===== config.mk =====
export PLATFORM = sky130hd
export DESIGN_NAME = csr_trap_unit
export DESIGN_NICKNAME = d
export VERILOG_FILES = /design/src/rtl/csr_trap_pkg.sv /design/src/rtl/csr_cycle_timer.sv /design/src/rtl/csr_trap_select.sv /design/src/rtl/csr_trap_unit.sv
export SDC_FILE = /design/constraint.sdc
export NUM_CORES = 1
export LEC_CHECK = 0
export ABC_AREA = 1
export BUFFER_PORTS_ARGS = -buffer_cell sky130_fd_sc_hd__buf_4
export CORE_UTILIZATION = 55
export DETAILED_ROUTE_END_ITERATION = 16
export GPL_ROUTABILITY_DRIVEN = 0
export GPL_TIMING_DRIVEN = 0
export PLACE_DENSITY = 0.79
export SYNTH_ARGS = -nofsm -noshare
export SYNTH_HDL_FRONTEND = slang
export SYNTH_SLANG_ARGS = --single-unit

===== constraint.sdc =====
create_clock -name clk -period 2.2 [get_ports clk]
set_clock_uncertainty 0.05 [all_clocks]
set_input_delay 0.11 -clock clk [delete_from_list [all_inputs] [get_ports clk]]
set_output_delay 0.11 -clock clk [all_outputs]
set_load 0.01 [all_outputs]

===== src/rtl/csr_trap_pkg.sv =====
package csr_trap_pkg;
  typedef enum logic [1:0] {
    OP_NONE  = 2'd0,
    OP_WRITE = 2'd1,
    OP_SET   = 2'd2,
    OP_CLEAR = 2'd3
  } csr_op_e;

  localparam logic [11:0] A_STATUS  = 12'h300;
  localparam logic [11:0] A_IEN     = 12'h304;
  localparam logic [11:0] A_VEC     = 12'h305;
  localparam logic [11:0] A_SCRATCH = 12'h340;
  localparam logic [11:0] A_EPC     = 12'h341;
  localparam logic [11:0] A_CAUSE   = 12'h342;
  localparam logic [11:0] A_TVAL    = 12'h343;
  localparam logic [11:0] A_IPEND   = 12'h344;
  localparam logic [11:0] A_TCMP    = 12'h7C0;
  localparam logic [11:0] A_MCYC    = 12'hB00;
  localparam logic [11:0] A_CYC     = 12'hC00;
  localparam logic [11:0] A_TIME    = 12'hC01;

  localparam logic [3:0] C_ILLEGAL = 4'd2;
  localparam logic [3:0] C_BREAK   = 4'd3;
  localparam logic [3:0] C_LDMIS   = 4'd4;
  localparam logic [3:0] C_STMIS   = 4'd6;
  localparam logic [3:0] C_TIMER   = 4'd7;
  localparam logic [3:0] C_ECALL   = 4'd11;

  typedef struct packed {
    logic        take;
    logic        is_irq;
    logic [3:0]  code;
    logic [31:0] tval;
  } trap_info_t;
endpackage


===== src/rtl/csr_cycle_timer.sv =====
module csr_cycle_timer #(
  parameter int unsigned CNT_W   = 32,
  parameter bit          HAS_CMP = 1'b1
) (
  input  logic             clk,
  input  logic             rst_n,
  input  logic             cmp_we,
  input  logic [CNT_W-1:0] cmp_wdata,
  output logic [CNT_W-1:0] count_o,
  output logic [CNT_W-1:0] cmp_o,
  output logic             pend_o
);
  logic [CNT_W-1:0] count_q, count_d;

  always_comb count_d = count_q + CNT_W'(1);

  always_ff @(posedge clk or negedge rst_n) begin
    if (!rst_n) count_q <= '0;
    else        count_q <= count_d;
  end

  assign count_o = count_q;


  count_step_chk: assert property (@(posedge clk) disable iff (!rst_n)
    1'b1 |=> count_q == $past(count_q) + CNT_W'(1));

  generate
    if (HAS_CMP) begin : g_cmp
      logic [CNT_W-1:0] cmp_q, cmp_d;
      logic             pend_q, pend_d;

      always_comb begin
        cmp_d  = cmp_we ? cmp_wdata : cmp_q;
        pend_d = pend_q;
        if (cmp_we)                 pend_d = 1'b0;
        else if (count_q == cmp_q)  pend_d = 1'b1;
      end

      always_ff @(posedge clk or negedge rst_n) begin
        if (!rst_n) begin
          cmp_q  <= '1;
          pend_q <= 1'b0;
        end else begin
          if (cmp_we) cmp_q <= cmp_d;
          pend_q <= pend_d;
        end
      end

      assign cmp_o  = cmp_q;
      assign pend_o = pend_q;


      cmp_clear_chk: assert property (@(posedge clk) disable iff (!rst_n)
        cmp_we |=> !pend_q);
    end else begin : g_nocmp
      logic unused_cmp;
      assign unused_cmp = cmp_we ^ (^cmp_wdata);
      assign cmp_o  = '1;
      assign pend_o = 1'b0;
    end
  endgenerate
endmodule


===== src/rtl/csr_trap_select.sv =====
module csr_trap_select
  import csr_trap_pkg::*;
#(
  parameter bit TRAP_ALIGN   = 1'b1,
  parameter bit TRAP_ILLEGAL = 1'b1
) (
  input  logic        valid_i,
  input  logic        illegal_i,
  input  logic        bad_csr_i,
  input  logic        ecall_i,
  input  logic        ebreak_i,
  input  logic        ld_mis_i,
  input  logic        st_mis_i,
  input  logic [31:0] instr_i,
  input  logic [31:0] mem_addr_i,
  input  logic        irq_ready_i,
  output trap_info_t  trap_o
);
  always_comb begin
    trap_o = '0;
    if (valid_i) begin
      if (TRAP_ILLEGAL && (illegal_i || bad_csr_i)) begin
        trap_o = '{take: 1'b1, is_irq: 1'b0, code: C_ILLEGAL, tval: instr_i};
      end else if (ecall_i) begin
        trap_o = '{take: 1'b1, is_irq: 1'b0, code: C_ECALL, tval: '0};
      end else if (ebreak_i) begin
        trap_o = '{take: 1'b1, is_irq: 1'b0, code: C_BREAK, tval: '0};
      end else if (TRAP_ALIGN && ld_mis_i) begin
        trap_o = '{take: 1'b1, is_irq: 1'b0, code: C_LDMIS, tval: mem_addr_i};
      end else if (TRAP_ALIGN && st_mis_i) begin
        trap_o = '{take: 1'b1, is_irq: 1'b0, code: C_STMIS, tval: mem_addr_i};
      end else if (irq_ready_i) begin
        trap_o = '{take: 1'b1, is_irq: 1'b1, code: C_TIMER, tval: '0};
      end
    end
  end
endmodule


===== src/rtl/csr_trap_unit.sv =====
module csr_trap_unit
  import csr_trap_pkg::*;
#(
  parameter logic [31:0] RESET_VECTOR     = 32'h8000_0000,
  parameter logic [31:0] ISR_OFFSET       = 32'h0000_0010,
  parameter bit          SUPPORT_MTVEC    = 1'b1,
  parameter bit          SUPPORT_MTVAL    = 1'b1,
  parameter bit          SUPPORT_MIP_MIE  = 1'b1,
  parameter bit          SUPPORT_MSCRATCH = 1'b1,
  parameter bit          SUPPORT_MCYCLE   = 1'b1,
  parameter bit          SUPPORT_MTIMECMP = 1'b1,
  parameter bit          TRAP_ALIGN       = 1'b1,
  parameter bit          TRAP_ILLEGAL     = 1'b1
) (
  input  logic        clk,
  input  logic        rst_n,
  input  logic        valid_i,
  input  logic [31:0] pc_i,
  input  logic [31:0] instr_i,
  input  logic [1:0]  csr_op_i,
  input  logic [11:0] csr_addr_i,
  input  logic [31:0] csr_wdata_i,
  output logic [31:0] csr_rdata_o,
  input  logic        ecall_i,
  input  logic        ebreak_i,
  input  logic        illegal_i,
  input  logic        ld_misalign_i,
  input  logic        st_misalign_i,
  input  logic [31:0] mem_addr_i,
  input  logic        mret_i,
  output logic        redirect_o,
  output logic [31:0] redirect_pc_o,
  output logic [31:0] epc_o
);
  localparam int unsigned XW       = 32;
  localparam logic [XW-1:0] FIXED_VEC = RESET_VECTOR + ISR_OFFSET;
  localparam int unsigned IE_BIT   = 3;
  localparam int unsigned PIE_BIT  = 7;
  localparam int unsigned TIM_BIT  = 7;

  csr_op_e    op;
  trap_info_t trap;
  logic       hit, access, bad_csr, wr_en, mret_take, state_en, irq_ready;
  logic [XW-1:0] rd_val, wval, count, cmp_val;
  logic       tmr_pend, cmp_we;

  logic          ie_q, ie_d, pie_q, pie_d, tie_q, tie_d;
  logic [XW-1:0] vec_q, vec_d, scratch_q, scratch_d, epc_q, epc_d;
  logic [XW-1:0] cause_q, cause_d, tval_q, tval_d;

  assign op      = csr_op_e'(csr_op_i);
  assign access  = valid_i && (op != OP_NONE);
  assign bad_csr = access && !hit;

  always_comb begin
    hit    = 1'b1;
    rd_val = '0;
    case (csr_addr_i)
      A_STATUS: rd_val = 32'h0000_1800 | (XW'(pie_q) << PIE_BIT) | (XW'(ie_q) << IE_BIT);
      A_EPC:    rd_val = epc_q;
      A_CAUSE:  rd_val = cause_q;
      A_VEC:    if (SUPPORT_MTVEC)    rd_val = vec_q;     else hit = 1'b0;
      A_TVAL:   if (SUPPORT_MTVAL)    rd_val = tval_q;    else hit = 1'b0;
      A_SCRATCH:if (SUPPORT_MSCRATCH) rd_val = scratch_q; else hit = 1'b0;
      A_IEN:    if (SUPPORT_MIP_MIE)  rd_val = XW'(tie_q) << TIM_BIT; else hit = 1'b0;
      A_IPEND:  if (SUPPORT_MIP_MIE)  rd_val = XW'(tmr_pend) << TIM_BIT; else hit = 1'b0;
      A_TCMP:   if (SUPPORT_MTIMECMP) rd_val = cmp_val;   else hit = 1'b0;
      A_MCYC, A_CYC, A_TIME:
                if (SUPPORT_MCYCLE)   rd_val = count;     else hit = 1'b0;
      default:  hit = 1'b0;
    endcase
  end

  assign csr_rdata_o = rd_val;

  always_comb begin
    case (op)
      OP_WRITE: wval = csr_wdata_i;
      OP_SET:   wval = rd_val | csr_wdata_i;
      OP_CLEAR: wval = rd_val & ~csr_wdata_i;
      default:  wval = rd_val;
    endcase
  end

  assign irq_ready = SUPPORT_MIP_MIE && ie_q && tie_q && tmr_pend;

  csr_trap_select #(.TRAP_ALIGN(TRAP_ALIGN), .TRAP_ILLEGAL(TRAP_ILLEGAL)) u_sel (
    .valid_i(valid_i), .illegal_i(illegal_i), .bad_csr_i(bad_csr),
    .ecall_i(ecall_i), .ebreak_i(ebreak_i), .ld_mis_i(ld_misalign_i),
    .st_mis_i(st_misalign_i), .instr_i(instr_i), .mem_addr_i(mem_addr_i),
    .irq_ready_i(irq_ready), .trap_o(trap)
  );

  assign wr_en     = access && hit && !trap.take;
  assign mret_take = valid_i && mret_i && !trap.take;
  assign state_en  = trap.take || mret_take || wr_en;
  assign cmp_we    = wr_en && (csr_addr_i == A_TCMP);

  csr_cycle_timer #(.CNT_W(XW), .HAS_CMP(SUPPORT_MTIMECMP)) u_tmr (
    .clk(clk), .rst_n(rst_n), .cmp_we(cmp_we), .cmp_wdata(wval),
    .count_o(count), .cmp_o(cmp_val), .pend_o(tmr_pend)
  );

  always_comb begin
    ie_d = ie_q; pie_d = pie_q; tie_d = tie_q;
    vec_d = vec_q; scratch_d = scratch_q; epc_d = epc_q;
    cause_d = cause_q; tval_d = tval_q;
    if (trap.take) begin
      epc_d   = pc_i;
      cause_d = {trap.is_irq, 27'b0, trap.code};
      tval_d  = SUPPORT_MTVAL ? trap.tval : '0;
      pie_d   = ie_q;
      ie_d    = 1'b0;
    end else begin
      if (mret_take) begin
        ie_d  = pie_q;
        pie_d = 1'b1;
      end
      if (wr_en) begin
        case (csr_addr_i)
          A_STATUS:  begin ie_d = wval[IE_BIT]; pie_d = wval[PIE_BIT]; end
          A_IEN:     tie_d     = wval[TIM_BIT];
          A_VEC:     vec_d     = {wval[XW-1:2], 2'b00};
          A_SCRATCH: scratch_d = wval;
          A_EPC:     epc_d     = wval;
          A_CAUSE:   cause_d   = wval;
          A_TVAL:    tval_d    = wval;
          default:   ;
        endcase
      end
    end
  end

  always_ff @(posedge clk or negedge rst_n) begin
    if (!rst_n) begin
      ie_q <= 1'b0; pie_q <= 1'b0; tie_q <= 1'b0;
      vec_q <= FIXED_VEC; scratch_q <= '0; epc_q <= '0;
      cause_q <= '0; tval_q <= '0;
    end else if (state_en) begin
      ie_q <= ie_d; pie_q <= pie_d; tie_q <= tie_d;
      vec_q <= vec_d; scratch_q <= scratch_d; epc_q <= epc_d;
      cause_q <= cause_d; tval_q <= tval_d;
    end
  end

  assign redirect_o    = trap.take || mret_take;
  assign redirect_pc_o = trap.take ? (SUPPORT_MTVEC ? vec_q : FIXED_VEC) : epc_q;
  assign epc_o         = epc_q;


  trap_entry_chk: assert property (@(posedge clk) disable iff (!rst_n)
    trap.take |=> !ie_q && (pie_q == $past(ie_q)) && (epc_q == $past(pc_i)));


  trap_nowrite_chk: assert property (@(posedge clk) disable iff (!rst_n)
    trap.take |=> $stable(scratch_q));


  mret_restore_chk: assert property (@(posedge clk) disable iff (!rst_n)
    mret_take |=> (ie_q == $past(pie_q)) && pie_q);


  irq_gate_chk: assert property (@(posedge clk) disable iff (!rst_n)
    (trap.take && trap.is_irq) |-> (ie_q && tie_q && tmr_pend));
endmodule


==> results of run 1 <==
[where the power goes]
group / internal [mW] / switching (mW) / leakage, nW
Combinational: 0.743 / 0.986 / 6.69
Sequential: 4.31 / 0.186 / 2.83
Clock: 2.37 / 1.77 / 0.399
Total: 7.42 / 2.94 / 9.92
[placed cells by master, fill, tap and decap left out, types with 10 or more instances in the layout]
cell type,count
nand2_1,959
buf_4,265
dfrtp_1,188
o21ai_0,152
inv_1,119
nor2_1,113
dlygate4sd3_1,87
nand4_1,64
xor2_1,47
buf_2,43
dfstp_2,34
clkbuf_1,33
nand3_1,32
nand2_2,26
nand2_4,26
a21oi_1,26
buf_6,26
clkbuf_16,25
a31oi_1,20
nor3_1,15
o22ai_1,12
o21ai_1,12
o21ai_2,10
[worst max-delay path by stage]
| stage | start | end | slack (ps) | cells past startpoint |
|---|---|---|---|---|
| after floorplan | u_tmr.count_o[0] | u_tmr.count_o[30] | 230 | 9 |
| after global placement | rst_n | epc_o[24] | -760 | 1 |
| after detailed placement | csr_addr_i[5] | redirect_pc_o[12] | -470 | 14 |
| after CTS | u_tmr.pend_o | redirect_pc_o[19] | -190 | 11 |
| after global routing | tie_q | redirect_pc_o[24] | -240 | 11 |
| final | tie_q | redirect_pc_o[10] | -200 | 9 |
[area by class of cell]
class	count	area, sq um
Antenna cell	1	2.502
Multi-Input combinational cell	1567	7340
Timing Repair Buffer	366	3128
Sequential cell	226	5703
Fill cell	1846	5756
Buffer	104	630.6
Clock inverter	10	78.83
Tap cell	324	405.4
Clock buffer	35	713.2
Inverter	130	491.7
[synth_stat cells, types with 2 or more instances]
master / number / area share (%)
nand3_1: 38 / 1.4
nand3_2: 2 / 0.15
nor4_1: 6 / 0.28
o22ai_1: 12 / 0.55
inv_1: 119 / 3.3
buf_2: 53 / 2.0
a31oi_1: 20 / 0.92
o21ai_1: 17 / 0.63
buf_4: 14 / 0.77
nor3_1: 18 / 0.66
xor2_1: 47 / 3.0
nor2_2: 6 / 0.28
a221oi_1: 4 / 0.26
nor2_1: 118 / 3.3
buf_6: 2 / 0.17
nand2_1: 1004 / 28
nand4_1: 64 / 2.9
buf_1: 2 / 0.055
o21ai_0: 161 / 5.9
xnor2_1: 3 / 0.19
inv_2: 9 / 0.25
clkbuf_1: 33 / 0.91
clkinv_1: 2 / 0.055
o21ai_2: 3 / 0.19
dfstp_2: 34 / 6.6
a21oi_1: 26 / 0.96
dfrtp_1: 192 / 35
nand2_2: 6 / 0.28
[registers in the layout, indices dropped and copies added (netlist names)]
register       flops
scratch_q         32
u_tmr.cmp_o       32
ie_q               1
epc_o             32
tval_q            32
pie_q              1
cause_q           32
u_tmr.count_o     32
tie_q              1
vec_q             30
u_tmr.pend_o       1
[through the flow]
step                      hold slack (ps)  cell area [sq um]  setup slack [ps]
after floorplan                    -235.6              13580             227.4
after global placement              320.5              15840            -762.5
after detailed placement           -42.84              15900            -470.7
after CTS                          0.8229              18160            -187.0
after global routing                34.70              18490            -240.2
final                              -2.668              18490            -199.1
[routing by layer]
metal / global-route usage [%] / up-vias
li1: - / 7204
met1: 55.03 / 7301
met2: 67.48 / 1298
met3: 11.72 / 241
met4: 24.13 / 0
met5: 0 / -
[kinds of logic (layout without fill, tap and decap cells)]
family / Yosys count / count (layout) / share of synthesized area (%)
buf+inv: 235 / 645 / 7.490
simple gates: 1269 / 1269 / 37.56
fa+ha+maj: 1 / 1 / 0.09212
flops: 226 / 226 / 41.96
compound gates: 247 / 247 / 9.674
xor+xnor: 50 / 50 / 3.225
other cells: 0 / 1 / 0
[repair_timing]
action / CTS / global route
hold buffers: 87 / 0
hold endpoints to repair: 281 / 0
setup endpoints to repair: 198 / 123
gates cloned: 2 / 0
pin swaps: 18 / 13
buffers inserted: 14 / 14
gates resized for setup: 130 / 63
==> metrics, run 1 <==
max-cap check violation count=0; Layout Cells excl Fill=about 2800; area added between synthesis and finish=36.17%; Clock Sinks=approximately 230; reg-to-reg critical path startpoint=tie_q; R2R Setup Slk=-30 ps; Slew @ Worst Pin=between 900 and 1000 ps; # setup viols final=a little over 40; CP Class=reg2out; first-pass GRT wire length=84660 microns; TritonCTS buffer count=25; placed insts=around 2600; Syn Nets=between 2000 and 2500; Starting Density=between 50 and 60%; Post-Synthesis Cells=just over 2000; Yosys reg bits=roughly 230; Clk pin slew, worst setup/hold paths=~60 ps; slowest stage delay, CP=approximately 420 ps; Main synth FF type=dfrtp_1; Layout Nets=approximately 2600; average wire per standard cell=around 20 microns; Iteration-0 DRC Markers=roughly 2200; EDFF count, synth=0; hold_ws=-2.668 ps; Tmin final=between 2000 and 2500 ps; Crit path top cell by count=buf_4; CTS tree=built; total gr overflow=0; outcome=complete, but fails checks; setup ws final=-199.1 ps; Hold Vio Cnt, Final=2; Slew headroom=39.15%; Total Routing Usage GR=43.40%; drt via density=5.807; Crit Path Max Fanout=10; die height=between 150 and 200 microns; Final period util=109.0%; synth warn=0; Peak Freq=~420 MHz; Worst setup EP type=primary output; root buf cell=clkbuf_16; Buf+Inv Stages, Crit Path=3; hold crit path type=in2async; Port Buffers=247; sum of negative setup slack=-5403 ps; Crit-path slowest cell=dfrtp_1; Final HPWL DP=between 40000 and 50000 microns; antenna violations before repair=0; Cell Pwr Density=roughly 560 nW/um^2; Row Count=57; Synth cell types=41; final design utilization=about three quarters; uppermost routed layer=met4; Post-synth ARST share=100.0%; fraction of layout cells with a size suffix above 1=~22%; Clock Latency Late Sink=approximately 530 ps; via count=roughly 16000; antenna-violating nets left=0; Die Width=~160 microns; Critical Path RT=just over 2000 ps; I/O pin count=roughly 250; Slew Limit Fails=0; H-tree Lvls=1; Pwr Total=between 10 and 15 mW; Worst Setup Start Kind=flop; sequential fraction of the synthesis area=between 40% and 50%; WP data arrival=2240 ps; failing checks=hold timing, setup timing; Max clock buf depth=3; post-synth design cell area=approximately 14000 sq um; met3 routed WL=7548 microns; met2 WL=24610 microns; RSZ-0062 raised after global routing=yes; vias in the first global route=between 15000 and 20000; P_leak=roughly 9.9 nW; Post-route DRC=0; VDD IR max=0.0004475 V; Core Area=about 24000 sq um; routed wire length=about 56000 microns; Top delay family on crit path=buffers and inverters; Metal-1 WL=about 20000 microns; worst reg-to-reg path cell count=11; pin count of the biggest net entering global routing=roughly 100; mean area per synthesized cell=approximately 6.7 sq um; die area=25320 sq um; CP cell instances=nand3_4 -> nand2_4 -> nor2_4 -> nand3_2 -> nand2_2 -> buf_6 -> buf_4 -> o21ai_1 -> buf_4; drt pass-1 iters=8; Critical R2R Capture=vec_q[21]
Note: power is estimated with default switching activity, not from simulation.
==> run 2: changes to the inputs <==
--- a/config.mk
+++ b/config.mk
@@ -6,12 +6,13 @@
 export NUM_CORES = 1
 export LEC_CHECK = 0
 export ABC_AREA = 1
-export BUFFER_PORTS_ARGS = -buffer_cell sky130_fd_sc_hd__buf_4
+export BUFFER_PORTS_ARGS = -buffer_cell sky130_fd_sc_hd__buf_2
 export CORE_UTILIZATION = 55
 export DETAILED_ROUTE_END_ITERATION = 16
 export GPL_ROUTABILITY_DRIVEN = 0
 export GPL_TIMING_DRIVEN = 0
 export PLACE_DENSITY = 0.79
+export SLEW_MARGIN = 20
 export SYNTH_ARGS = -nofsm -noshare
 export SYNTH_HDL_FRONTEND = slang
 export SYNTH_SLANG_ARGS = --single-unit
==> run 2 against run 1 <==
Net effect: largest power group unchanged; flip-flop and latch count is the same; first-iteration DRC count is 2.1% higher; the run ends with setup timing left; count of clock-buffer cells in the layout down 1; sequential power barely moved; global-route usage fell by 0.69 points; critical path type unchanged; die area unchanged; critical path depth grew 1; setup slack got worse by 120 ps; utilization shrank 3.1 points.
==> metrics, run 2 (synthesis results as in run 1) <==
die area=25320 sq um (unchanged); Critical Path RT=2040 ps (about the same); routed wire length=55880 microns (+0.63%); total gr overflow=0 (unchanged); H-tree Lvls=1 (unchanged); Buf+Inv Stages, Crit Path=4 (+1); die height=159.1 microns (unchanged); CP cell instances=nand3_2 -> nand2_2 -> nor2_4 -> nand3_2 -> nand2_2 -> buf_8 -> buf_4 -> clkbuf_16 -> o21ai_2 -> buf_2; commonest non-fill, non-tap cell in the layout=nand2_1; hold crit path type=in2reg; Peak Freq=396.7 MHz (-4.8%); drt pass-1 iters=7 (-1); antenna-violating nets left=0 (unchanged); TritonCTS buffer count=25 (unchanged); setup ws final=-321.0 ps (-121.9 ps); Worst setup EP type=primary output; Slew @ Worst Pin=877.1 ps (-35.58 ps); Final period util=114.6% (+5.5 points); via count=16250 (+1.3%); CTS tree=built; Tmin final=2521 ps (+121.9 ps); Clk pin slew, worst setup/hold paths=60 ps (about the same); Max clock buf depth=3 (unchanged); Total Routing Usage GR=42.71% (-0.69 points); Top delay family on crit path=buffers and inverters; Starting Density=56.01% (unchanged); Die Width=159.1 microns (unchanged); average wire per standard cell=20.27 microns (+0.85%); placed insts=2601 (unchanged); first-pass GRT wire length=83170 microns (-1.8%); CP Class=reg2out; RSZ-0062 raised after global routing=yes; placed cell area=15290 sq um (-3.9%); Post-route DRC=0 (unchanged); Hold Vio Cnt, Final=0 (-2); Crit Path Max Fanout=7 (-3); Iteration-0 DRC Markers=2264 (+2.1%); I/O pin count=248 (unchanged); VDD IR max=0.0005517 V (+23%); fraction of layout cells with a size suffix above 1=21.18% (-0.93 points); failing checks=setup timing; # setup viols final=33 (-20%); root buf cell=clkbuf_16; Layout Cells excl Fill=2757 (-0.22%); most frequent cells in the layout=971 x nand2_1, 279 x buf_2, 189 x dfrtp_1, 152 x o21ai_0, 119 x inv_1; outcome=complete, but fails checks; max-cap check violation count=0 (unchanged); reg-to-reg critical path startpoint=u_tmr.pend_o; Final HPWL DP=40050 microns (-0.71%); vias in the first global route=15070 (-2.4%); Port Buffers=247 (unchanged); Core Area=24250 sq um (unchanged); Clock Sinks=226 (unchanged); beginning of the critical path=u_tmr.pend_o; Row Count=57 (unchanged); P_leak=9.684 nW (-2.4%); pin count of the biggest net entering global routing=91 (-11%); Clock Latency Late Sink=540 ps (about the same); Layout Nets=2567 (-0.19%); slowest stage delay, CP=430 ps (about the same); Slew headroom=41.52% (+2.4 points); final instance area=17750 sq um (-4.0%); antenna violations before repair=2 (+2); Cell Pwr Density=586.6 nW/um^2 (+4.7%); hold path start=csr_wdata_i[7]; Slew Limit Fails=0 (unchanged); Crit-path slowest cell=dfrtp_1; area added between synthesis and finish=30.72%; WP data arrival=2360 ps (+120 ps); Worst Setup Start Kind=flop; drt via density=5.896 (+1.5%)
[run 2: cell count changes in the layout (fill, tap and decap cells not counted), sizes merged]
| cell | change |
|---|---|
| buf | -9 |
| clkbuf | +4 |
| clkinv | -4 |
| dlygate4sd3 | -1 |
| clkinvlp | +2 |
| bufinv | +2 |
[run 2: layout make-up]
class	instances	area, sq um
Buffer	105	643.1
Antenna cell	1	2.502
Multi-Input combinational cell	1567	7152
Tap cell	324	405.4
Fill cell	1863	6496
Clock buffer	34	699.4
Sequential cell	226	5702
Inverter	130	495.5
Timing Repair Buffer	360	2522
Clock inverter	10	130.1
[run 2: metal layers]
metal,up-vias,global-route usage [%],wire [microns],part of all wire [%]
met3,259,10.21,7785,14
met4,0,19.19,3468,6.2
li1,7195,-,-,-
met1,7416,56.06,20170,36
met2,1384,67.28,24460,44
met5,-,0,0,0
[run 2: final timing paths]
kind	slack [ps]	endpoint	cells past startpoint
worst max-delay path	-320	redirect_pc_o[10]	10
worst min-delay path	20	u_tmr.cmp_o[7]	4
worst max register to register	30	vec_q[10]	9
worst min register to register	420	cause_q[31]	2
max in group asynchronous	1210	u_tmr.cmp_o[22]	3
min in group asynchronous	50	scratch_q[4]	2
[run 2: worst register-to-register path, delay by kind of cell, from the launching register on]
| kind | cells | cell delay, ps |
|---|---|---|
| AND/OR/NAND/NOR | 5 | 830 |
| flip-flops | 1 | 430 |
| AO/OA/AOI/OAI | 1 | 120 |
| buffers and inverters | 3 | 600 |
[run 2: timing repair]
item / 4_1_cts / 5_1_grt
hold buffers: 86 / 0
hold endpoints to repair: 283 / 0
pin swaps: 7 / 18
buffers inserted: 14 / 6
cloned: 0 / 5
resized for setup: 62 / 80
endpoints found under the setup margin: 212 / 111
[run 2: metrics by stage]
step	total power, mW	utilization, %	setup WS [ps]	hold slack (ps)	TNS (ps)
2_1_floorplan	5.102	-	227.4	-235.6	0
3_3_place_gp	5.726	62.78	-3016	313.0	-666300
3_5_place_dp	5.772	63.04	-450.9	18.17	-47420
4_1_cts	10.19	71.31	-200.9	14.41	-4552
5_1_grt	10.67	73.20	-347.1	60.24	-8285
6_report	10.41	73.21	-321.0	20.21	-6702
[run 2: power by group]
group,switching (mW),internal [mW],leakage [nW]
Combinational,0.972,0.610,6.44
Clock,1.79,2.57,0.407
Sequential,0.170,4.30,2.83
Total,2.93,7.48,9.68
